### src/rtl/sr_pkg.sv
package sr_pkg;

    typedef enum logic [2:0] {
        SR_SHL  = 3'd0,
        SR_SHR  = 3'd1,
        SR_SAL  = 3'd2,
        SR_SAR  = 3'd3,
        SR_ROL  = 3'd4,
        SR_ROR  = 3'd5,
        SR_RCL  = 3'd6,
        SR_RCR  = 3'd7
    } sr_op_e;

    typedef struct packed {
        logic cf;
        logic of;
    } sr_flags_t;

    typedef enum logic [1:0] {
        SR_CLASS_SHIFT = 2'd0,
        SR_CLASS_ROT   = 2'd1,
        SR_CLASS_RC    = 2'd2
    } sr_class_e;

    function automatic sr_class_e sr_class(input sr_op_e o);
        case (o)
            SR_ROL, SR_ROR: return SR_CLASS_ROT;
            SR_RCL, SR_RCR: return SR_CLASS_RC;
            default:        return SR_CLASS_SHIFT;
        endcase
    endfunction

    function automatic logic sr_is_left(input sr_op_e o);
        return (o == SR_SHL) || (o == SR_SAL) || (o == SR_ROL) || (o == SR_RCL);
    endfunction

    function automatic logic sr_left_rotate(input sr_op_e o);
        return (o == SR_ROL) || (o == SR_RCL);
    endfunction

endpackage

### src/rtl/sr_count_prep.sv
module sr_count_prep #(
    parameter int W  = 32,
    parameter int CW = 8,
    localparam int AW = $clog2(W)
) (
    input  logic [CW-1:0] count,
    input  logic          left,
    output logic [AW-1:0] amt,
    output logic          amt_zero,
    output logic [AW-1:0] rot_amt,
    output logic [AW:0]   rc_amt
);
    logic [31:0] m32;
    logic [31:0] rc_left;
    logic [31:0] rot_eff;
    logic [31:0] rc_eff;

    always_comb begin
        amt      = count[AW-1:0];
        amt_zero = (amt == '0);
        m32      = 32'(amt);
        // through-carry rotation spans W+1 positions
        rc_left  = m32 % (W + 1);
        // right rotations are mapped onto a left rotator
        rot_eff  = left ? m32     : ((W - m32) % W);
        rc_eff   = left ? rc_left : ((W + 1 - rc_left) % (W + 1));
        rot_amt  = rot_eff[AW-1:0];
        rc_amt   = rc_eff[AW:0];
    end
endmodule

### src/rtl/sr_rotl.sv
module sr_rotl #(
    parameter int N  = 32,
    parameter int AW = 5
) (
    input  logic [N-1:0]  din,
    input  logic [AW-1:0] amt,
    output logic [N-1:0]  dout
);
    logic [N-1:0] stage [AW+1];

    assign stage[0] = din;

    for (genvar i = 0; i < AW; i++) begin : g_stage
        localparam int R = (1 << i) % N;
        if (R == 0) begin : g_pass
            assign stage[i+1] = stage[i];
        end else begin : g_rot
            assign stage[i+1] = amt[i] ? {stage[i][N-1-R:0], stage[i][N-1:N-R]}
                                       : stage[i];
        end
    end

    assign dout = stage[AW];
endmodule

### src/rtl/sr_shift.sv
module sr_shift #(
    parameter int N  = 33,
    parameter int AW = 5
) (
    input  logic [N-1:0]  din,
    input  logic [AW-1:0] amt,
    input  logic          left,
    input  logic          fill,
    output logic [N-1:0]  dout
);
    logic [N-1:0] stage [AW+1];

    assign stage[0] = din;

    for (genvar i = 0; i < AW; i++) begin : g_stage
        localparam int S = 1 << i;
        logic [N-1:0] top_mask;
        logic [N-1:0] moved;
        assign top_mask = ~({N{1'b1}} >> S);
        assign moved    = left ? (stage[i] << S)
                               : ((stage[i] >> S) | (fill ? top_mask : '0));
        assign stage[i+1] = amt[i] ? moved : stage[i];
    end

    assign dout = stage[AW];
endmodule

### src/rtl/sr_unit.sv
module sr_unit
    import sr_pkg::*;
#(
    parameter int W  = 32,
    parameter int CW = 8
) (
    input  logic          clk,
    input  logic          rst,
    input  logic          in_valid,
    input  logic [2:0]    op,
    input  logic [W-1:0]  src_data,
    input  logic [CW-1:0] count,
    input  logic          cf_in,
    input  logic          of_in,
    output logic          out_valid,
    output logic [W-1:0]  res_data,
    output logic          res_cf,
    output logic          res_of
);
    localparam int AW = $clog2(W);

    sr_op_e        op_e;
    logic          left;
    logic [AW-1:0] amt;
    logic          amt_zero;
    logic [AW-1:0] rot_amt;
    logic [AW:0]   rc_amt;

    assign op_e = sr_op_e'(op);
    assign left = sr_is_left(op_e);

    sr_count_prep #(.W(W), .CW(CW)) u_cnt (
        .count    (count),
        .left     (left),
        .amt      (amt),
        .amt_zero (amt_zero),
        .rot_amt  (rot_amt),
        .rc_amt   (rc_amt)
    );

    // shifts: one spare bit catches the last bit moved out
    logic [W:0] sh_in, sh_out;
    logic       sh_fill;
    assign sh_in   = left ? {1'b0, src_data} : {src_data, 1'b0};
    assign sh_fill = (op_e == SR_SAR) & src_data[W-1];

    sr_shift #(.N(W+1), .AW(AW)) u_shift (
        .din  (sh_in),
        .amt  (amt),
        .left (left),
        .fill (sh_fill),
        .dout (sh_out)
    );

    logic [W-1:0] rot_out;
    sr_rotl #(.N(W), .AW(AW)) u_rot (
        .din  (src_data),
        .amt  (rot_amt),
        .dout (rot_out)
    );

    logic [W:0] rc_out;
    sr_rotl #(.N(W+1), .AW(AW+1)) u_rc (
        .din  ({cf_in, src_data}),
        .amt  (rc_amt),
        .dout (rc_out)
    );

    logic [W-1:0] nxt_data;
    sr_flags_t    nxt_fl;

    always_comb begin
        nxt_data = src_data;
        nxt_fl   = '{cf: cf_in, of: of_in};
        if (!amt_zero) begin
            case (sr_class(op_e))
                SR_CLASS_ROT: begin
                    nxt_data  = rot_out;
                    nxt_fl.cf = left ? rot_out[0] : rot_out[W-1];
                end
                SR_CLASS_RC: begin
                    nxt_data  = rc_out[W-1:0];
                    nxt_fl.cf = rc_out[W];
                end
                default: begin
                    nxt_data  = left ? sh_out[W-1:0] : sh_out[W:1];
                    nxt_fl.cf = left ? sh_out[W] : sh_out[0];
                end
            endcase
            if (sr_left_rotate(op_e) && (amt == AW'(1)))
                nxt_fl.of = nxt_data[W-1] ^ nxt_fl.cf;
        end
    end

    always_ff @(posedge clk) begin
        if (rst) begin
            out_valid <= 1'b0;
            res_data  <= '0;
            res_cf    <= 1'b0;
            res_of    <= 1'b0;
        end else begin
            out_valid <= in_valid;
            if (in_valid) begin
                res_data <= nxt_data;
                res_cf   <= nxt_fl.cf;
                res_of   <= nxt_fl.of;
            end
        end
    end
endmodule

### config.mk
export PLATFORM = sky130hd
export DESIGN_NAME = sr_unit
export DESIGN_NICKNAME = d
export VERILOG_FILES = /design/src/rtl/sr_pkg.sv /design/src/rtl/sr_count_prep.sv /design/src/rtl/sr_rotl.sv /design/src/rtl/sr_shift.sv /design/src/rtl/sr_unit.sv
export SDC_FILE = /design/constraint.sdc
export NUM_CORES = 1
export LEC_CHECK = 0
export ABC_AREA = 1
export BUFFER_PORTS_ARGS = -buffer_cell sky130_fd_sc_hd__buf_2
export CAP_MARGIN = 20
export CORE_AREA = 10 10 169 171
export DETAILED_ROUTE_END_ITERATION = 6
export DIE_AREA = 0 0 179 181
export PLACE_DENSITY = 0.71
export SYNTH_ARGS = -nofsm -noshare
export SYNTH_HDL_FRONTEND = slang
export SYNTH_HIERARCHICAL = 1
export SYNTH_SLANG_ARGS = --single-unit
export TNS_END_PERCENT = 1
### constraint.sdc
create_clock -name clk -period 3.1 [get_ports clk]
set_clock_uncertainty 0.15 [all_clocks]
set_input_delay 0.31 -clock clk [delete_from_list [all_inputs] [get_ports clk]]
set_output_delay 0.31 -clock clk [all_outputs]
set_load 0.005 [all_outputs]
* Yosys cells after proc, flatten, opt, wreduce, memory -nomap -nowiden
Index checks and enable logic that the tools add are counted.
** Word-level totals
- Register bits :: 35
- Input port bits :: 48
- Output and inout port bits :: 35
- Word-level logic and storage cells :: 74
** Cells by class
- Add/subtract/negate cells :: 2
- Div/mod/pow operators :: 2
- Eq/ne operators :: 9
- Mux-type cells :: 41
- Bitwise logic cells :: 7
- Reduce and logical (&&, ||, !) cells :: 9
** Operators by type and width (number)
- 2-to-1 mux 33 bit :: 22
- 2-to-1 mux 32 bit :: 8
- case mux 32 bit (2 select lines) :: 1
- OR 17 x 33 -> 33 bit :: 1
- OR 25 x 33 -> 33 bit :: 1
- OR 29 x 33 -> 33 bit :: 1
- OR 31 x 33 -> 33 bit :: 1
- OR 32 x 33 -> 33 bit :: 1
- modulo 32 x 6 -> 32 bit (second input constant) :: 1
- modulo 5 x 6 -> 32 bit (second input constant) :: 1
- subtractor 6 x 32 -> 32 bit (first input constant) :: 1
- equality test 3 bit (second input constant) :: 4
- equality test 3 x 2 -> 1 bit (second input constant) :: 2
- 2-to-1 mux 6 bit :: 1
- equality test 5 x 1 -> 1 bit (second input constant) :: 1
- zero test 5 bit :: 1
- 2-to-1 mux 5 bit :: 1
- subtractor 1 x 5 -> 5 bit (first input constant) :: 1
- logical OR 1 bit :: 4
- 2-to-1 mux 1 bit :: 4
- 2-to-1 mux 2 bit :: 2
- case mux 2 bit (2 select lines) :: 1
- OR reduction 2 bit :: 2
- zero test 3 bit :: 1
- other kinds (6) :: 6

* Depth between registers and ports, before layout
- Depth after elaboration :: 26
- Depth in mapped cells :: 30
- Depth with buffers taken out :: 28

* Modules after synthesis
Netlist, hierarchy kept.
** By module, submodules not included
- sr_shift :: instances 1, cells each 749, area an instance 3285.7 um^2
- sr_unit :: instances 1, cells each 465, area an instance 2867.8 um^2
- sr_rotl at u_rc :: instances 1, cells each 510, area an instance 2437.3 um^2
- sr_rotl at u_rot :: instances 1, cells each 392, area an instance 2217.1 um^2
- sr_count_prep :: instances 1, cells each 74, area an instance 409.1 um^2

* Worst setup path after synthesis
OpenSTA, ideal clock, no wires.
- Path type :: input to register
- Start :: input port count[1]
- End :: register res_of
- Library setup time :: 0.066 ns
- Data arrival time :: 2.754 ns
- Data required time :: 2.884 ns
- Setup slack :: 0.130 ns
- Stages on the path :: 27
- Cell sequence :: inv_1 ha_1 nor2_1 nand3_2 nor2_2 nand2_2 nand2_4 nand2_2 nand2_1 nand2_1 nand2_1 buf_2 clkbuf_1 nand3_1 nand3_1 nand3_1 nand2_1 nand2_1 nand2_1 nand2_1 nand3_1 nand2_1 inv_1 nand3_1 nand3_1 nand2_1 a21oi_2
** Between the ends
- Elaborated cells between the ends (all ways) :: 39
** RTL lines
- from (decl) :: RTL line sr_unit.sv:12 : input logic [CW-1:0] count,
- modulo 5 x 6 -> 32 bit * :: RTL line sr_count_prep.sv:23 : rc_left = m32 % (W + 1);
- subtractor 6 x 32 -> 32 bit :: RTL line sr_count_prep.sv:26 : rc_eff = left ? rc_left : ((W + 1 - rc_left) % (W + 1));
- modulo 32 x 6 -> 32 bit :: RTL line sr_count_prep.sv:26
- 2-to-1 mux 6 bit * :: RTL line sr_count_prep.sv:26
- via rc_amt[2] :: RTL line sr_unit.sv:27 : logic [AW:0] rc_amt;
- 2-to-1 mux 33 bit * (4 in a row) :: RTL line sr_rotl.sv:18 : assign stage[i+1] = amt[i] ? {stage[i][N-1-R:0], stage[i][N-1:N-R]}
- via rc_out[31] :: RTL line sr_unit.sv:62 : logic [W:0] rc_out;
- case mux 32 bit (2 select lines) * :: RTL line sr_unit.sv:76 : case (sr_class(op_e))
- 2-to-1 mux 32 bit * :: RTL line sr_unit.sv:75 : if (!amt_zero) begin
- bitwise XOR 1 bit * :: RTL line sr_unit.sv:91 : nxt_fl.of = nxt_data[W-1] ^ nxt_fl.cf;
- 2-to-1 mux 1 bit * :: RTL line sr_unit.sv:90 : if (sr_left_rotate(op_e) && (amt == AW'(1)))
- 2-to-1 mux 2 bit * :: RTL line sr_unit.sv:75
- to (signal assigned) :: RTL line sr_unit.sv:106 : res_of <= nxt_fl.of;
- to (decl) :: RTL line sr_unit.sv:18 : output logic res_of
Mark *: on every way through the listed nets, which the timed path passes. The rest lies on a longest branch. The select of a mux whose other input is x is not followed.
A chain may end at the register's enable or synchronous reset.

* Worst setup path in the final report
- Start :: input port count[2]
- End :: register res_data[19]
** Between the ends
- Word-level cells in the longest chain between the ends :: 13
- Elaborated cells between the ends (all ways) :: 26
** RTL lines
- modulo 5 x 6 -> 32 bit * :: RTL line sr_count_prep.sv:23
- subtractor 6 x 32 -> 32 bit :: RTL line sr_count_prep.sv:26
- modulo 32 x 6 -> 32 bit :: RTL line sr_count_prep.sv:26
- 2-to-1 mux 6 bit * :: RTL line sr_count_prep.sv:26
- via rc_amt[0] :: RTL line sr_unit.sv:27
- 2-to-1 mux 33 bit * (6 in a row) :: RTL line sr_rotl.sv:18
- via rc_out[19] :: RTL line sr_unit.sv:62
- case mux 32 bit (2 select lines) * :: RTL line sr_unit.sv:76
- 2-to-1 mux 32 bit * (2 in a row) :: RTL line sr_unit.sv:75
- to (signal assigned) :: RTL line sr_unit.sv:104 : res_data <= nxt_data;
- to (decl) :: RTL line sr_unit.sv:16 : output logic [W-1:0] res_data,
Marks and branches as above.

==> results by group <==
Cells and area
  • Layout area overhead: 33.6%
  • Number of diodes: 0
  • Final Util: 59.9%
  • Layout cells sized above 1: 31.4%
  • Fin nets: 2421

Timing
  • Final min period: 3.22 ns
  • Least-Margin Pin Slew: 0.860 ns
  • Final Hold Viols: 0
  • Setup TNS: -0.845 ns
  • Worst Setup Slack, final: -0.118 ns
  • RSZ-0062 raised after global routing: true
  • Setup violators final: 17
  • Fin. max-slew vios: 0
  • Period utilization: 104%
  • Rel. slew slack: 42.6%
  • Fmax: 311 MHz

Pwr
  • Peak VDD IR: 0.214 mV
  • PwrDens: 310 nW/um2
  • P_leak: 7.65 nW

GRT
  • Vias in the first global route: 14500
  • GRT Util Overall: 32.6%
  • Pin count of the biggest net entering global routing: 71
  • First-pass GRT wire length: 83.3 mm
  • Initial antenna violation count: 1
  • Grt ovf: 0

Logic synthesis
  • Synthesized area per cell: 5.12 um2
  • Synth cell types: 37
  • Mapped Nets: 2245
  • Number of flops mapped to enable cells by yosys: 0
  • Yosys reg bits: 35
  • Ys flop type: dfxtp_1
  • Post-Syn Instances: 2190
  • Mapped Area: 11200 um2
  • Yosys warning count: 6
  • Asr flop ratio synth: 0%
  • Seq/Total Area, Yosys: 6.25%

Placed design
  • Final Wtd Congestion: 1.08
  • DP HPWL: 44.4 mm
  • Pre-CTS worst setup slack: -0.513 ns
  • PortBufs: 79

Worst setup path
  • Arrival @ worst endpoint: 3.24 ns
  • Worst Setup Start Kind: input port
  • Worst EP required: 3.12 ns
  • CP Capture Type: flip-flop
  • Critical path type: input port to flip-flop
  • Critical path fanouts, max: 7

Clocking
  • Clock-pin slew on the worst setup and hold paths: 0.05 ns
  • Max Root-Sink Buffers: 2
  • CTS sink count: 35
  • Root Buffer Master: clkbuf_16
  • CTS tree: yes
  • Htree depth: 2
  • CTS buffer count: 5
  • Worst-Skew Late Latency: 0.29 ns

Routing
  • Vias per cell: 6.29
  • DR pass1 iterations: 7
  • Residual DRC: 2
  • Drt wl/cell: 22.2 um
  • Via count: 17000
  • Post-detailed-route count of antenna-violating nets: 0
  • Iteration-0 DRC Markers: 3185
  • M1 WL: 22.6 mm
  • Uppermost layer routed: met5
  • WL met3: 8.26 mm
  • Total Wirelength: 59.8 mm
  • Total length of routed met2 wires: 24.7 mm

Run
  • Max-Cap Viols: 0

Die
  • Die width: 179 um
  • I/O Pins: 83
  • Core footprint: 25000 um2
  • Initial Utilization: 44.8%
  • Die area: 32400 um2
  • # rows: 58
  • Die height: 181 um

Hold path
  • Hold crit path type: input port to flip-flop

Run status
  • Failing checks: design-rule violations, negative setup slack
  • Status: finished, violations left
-- kinds of logic after synthesis --
| group | count (synthesis) | synth area share (%) |
|---|---|---|
| AO/OA/AOI/OAI | 249 | 13.4 |
| adder cells (fa/ha/maj) | 7 | 0.781 |
| flip-flops | 35 | 6.25 |
| XOR/XNOR | 2 | 0.156 |
| buffers and inverters | 278 | 13.0 |
| AND/OR/NAND/NOR | 1619 | 66.4 |
-- registers in the layout, indices dropped and copies added (netlist names) --
signal and cells:
res_of 1, res_data 32, out_valid 1, res_cf 1
-- critical path, stage by stage --
cell and delay, ns:
buf_6 0.10, inv_6 0.07, ha_4 0.21, nor2_4 0.09, nand3_2 0.12, nor2_4 0.17, nand2_4 0.08, nand2_4 0.07
nand3_2 0.09, nand2_4 0.16, clkbuf_16 0.24, clkinv_16 0.08, nand2_2 0.08, nand3_2 0.09, nand3_1 0.23, nand3_1 0.18
nand3_1 0.15, nand2_1 0.10, nand2_1 0.07, nand2_1 0.06, a221o_1 0.31, nand2_1 0.08, a21oi_2 0.05
-- cell usage in the layout, fill, tap and decap left out, types with 3 or more instances in the layout --
cell type	count
inv_6	4
a221o_1	31
nor2_2	3
a21oi_2	6
clkinv_16	3
inv_2	12
nand2_2	92
nand2_4	29
o211ai_1	4
ha_4	3
a21oi_1	84
o21ai_2	6
buf_12	25
buf_6	7
a31oi_1	31
buf_4	224
buf_2	76
clkbuf_16	10
inv_4	3
inv_1	79
dfxtp_1	35
o21ai_0	61
nand3_4	25
nand2_1	812
o21ai_1	20
nand3_2	194
nor2_1	27
nand3_1	429
-- where the power goes --
part | internal [mW] | total, mW | leakage (nW) | switching, mW
logic | 1.27 | 3.60 | 7.30 | 2.34
registers | 0.490 | 0.529 | 0.290 | 0.0391
clock network | 0.298 | 0.507 | 0.0679 | 0.210
total | 2.05 | 4.64 | 7.65 | 2.58
-- synth_stat cells, types with 14 or more instances --
cell,count,area share [%]
nor2_1,30,1.0
nand3_1,584,26
nand2_2,54,3.0
o21ai_1,18,0.80
a31oi_1,31,1.7
buf_6,19,1.9
a21oi_1,85,3.8
buf_2,69,3.1
a221o_1,31,2.8
nand3_2,64,5.7
o21ai_0,67,3.0
buf_4,22,1.5
buf_1,14,0.47
dfxtp_1,35,6.2
nand2_1,869,29
inv_1,84,2.8
clkbuf_1,46,1.5
-- area by class of cell --
class	count	area (um2)
repair inverters	5	93.8
well taps	330	413
inverters	102	458
fillers	2462	10100
repair buffers	340	2800
multi-input cells	1877	10400
clock buffers	7	133
clock inverters	1	5.00
flip-flops and latches	35	701
-- per-stage QoR --
step	area [um2]	power, mW	cells	hold slack (ns)
6_report	15000	4.64	2697	0.0769
5_1_grt	15000	4.87	2697	0.0757
4_1_cts	13300	4.07	2671	0.0673
3_5_place_dp	13100	3.56	2662	0.328
3_3_place_gp	13100	3.53	2662	0.333
2_1_floorplan	11200	2.41	2190	0.222
-- path summary, 6_finish.rpt --
path	start	endpoint	slack, ns	cells past startpoint
setup / recovery	count[2]	res_data[19]	-0.12	23
hold / removal	rst	res_of	0.08	2
setup reg to reg	res_data[16]	res_data[16]	2.19	2
hold reg to reg	res_of	res_of	0.36	2
-- layer usage --
| layer | global-route usage, % | vias up |
|---|---|---|
| met4 | 17.9 | 2 |
| li1 | - | 7698 |
| met5 | 0 | - |
| met1 | 43.0 | 7738 |
| met2 | 46.5 | 1243 |
| met3 | 9.09 | 271 |
-- timing repair --
action | CTS | global route
buffers inserted | 0 | 15
hold buffers | 0 | 0
gates resized for setup | 10 | 313
endpoints found under the hold margin | 0 | 0
gates cloned | 1 | 10
setup endpoints to repair | 30 | 34
pin swaps | 0 | 68
Power figures use the tool's default switching activity.
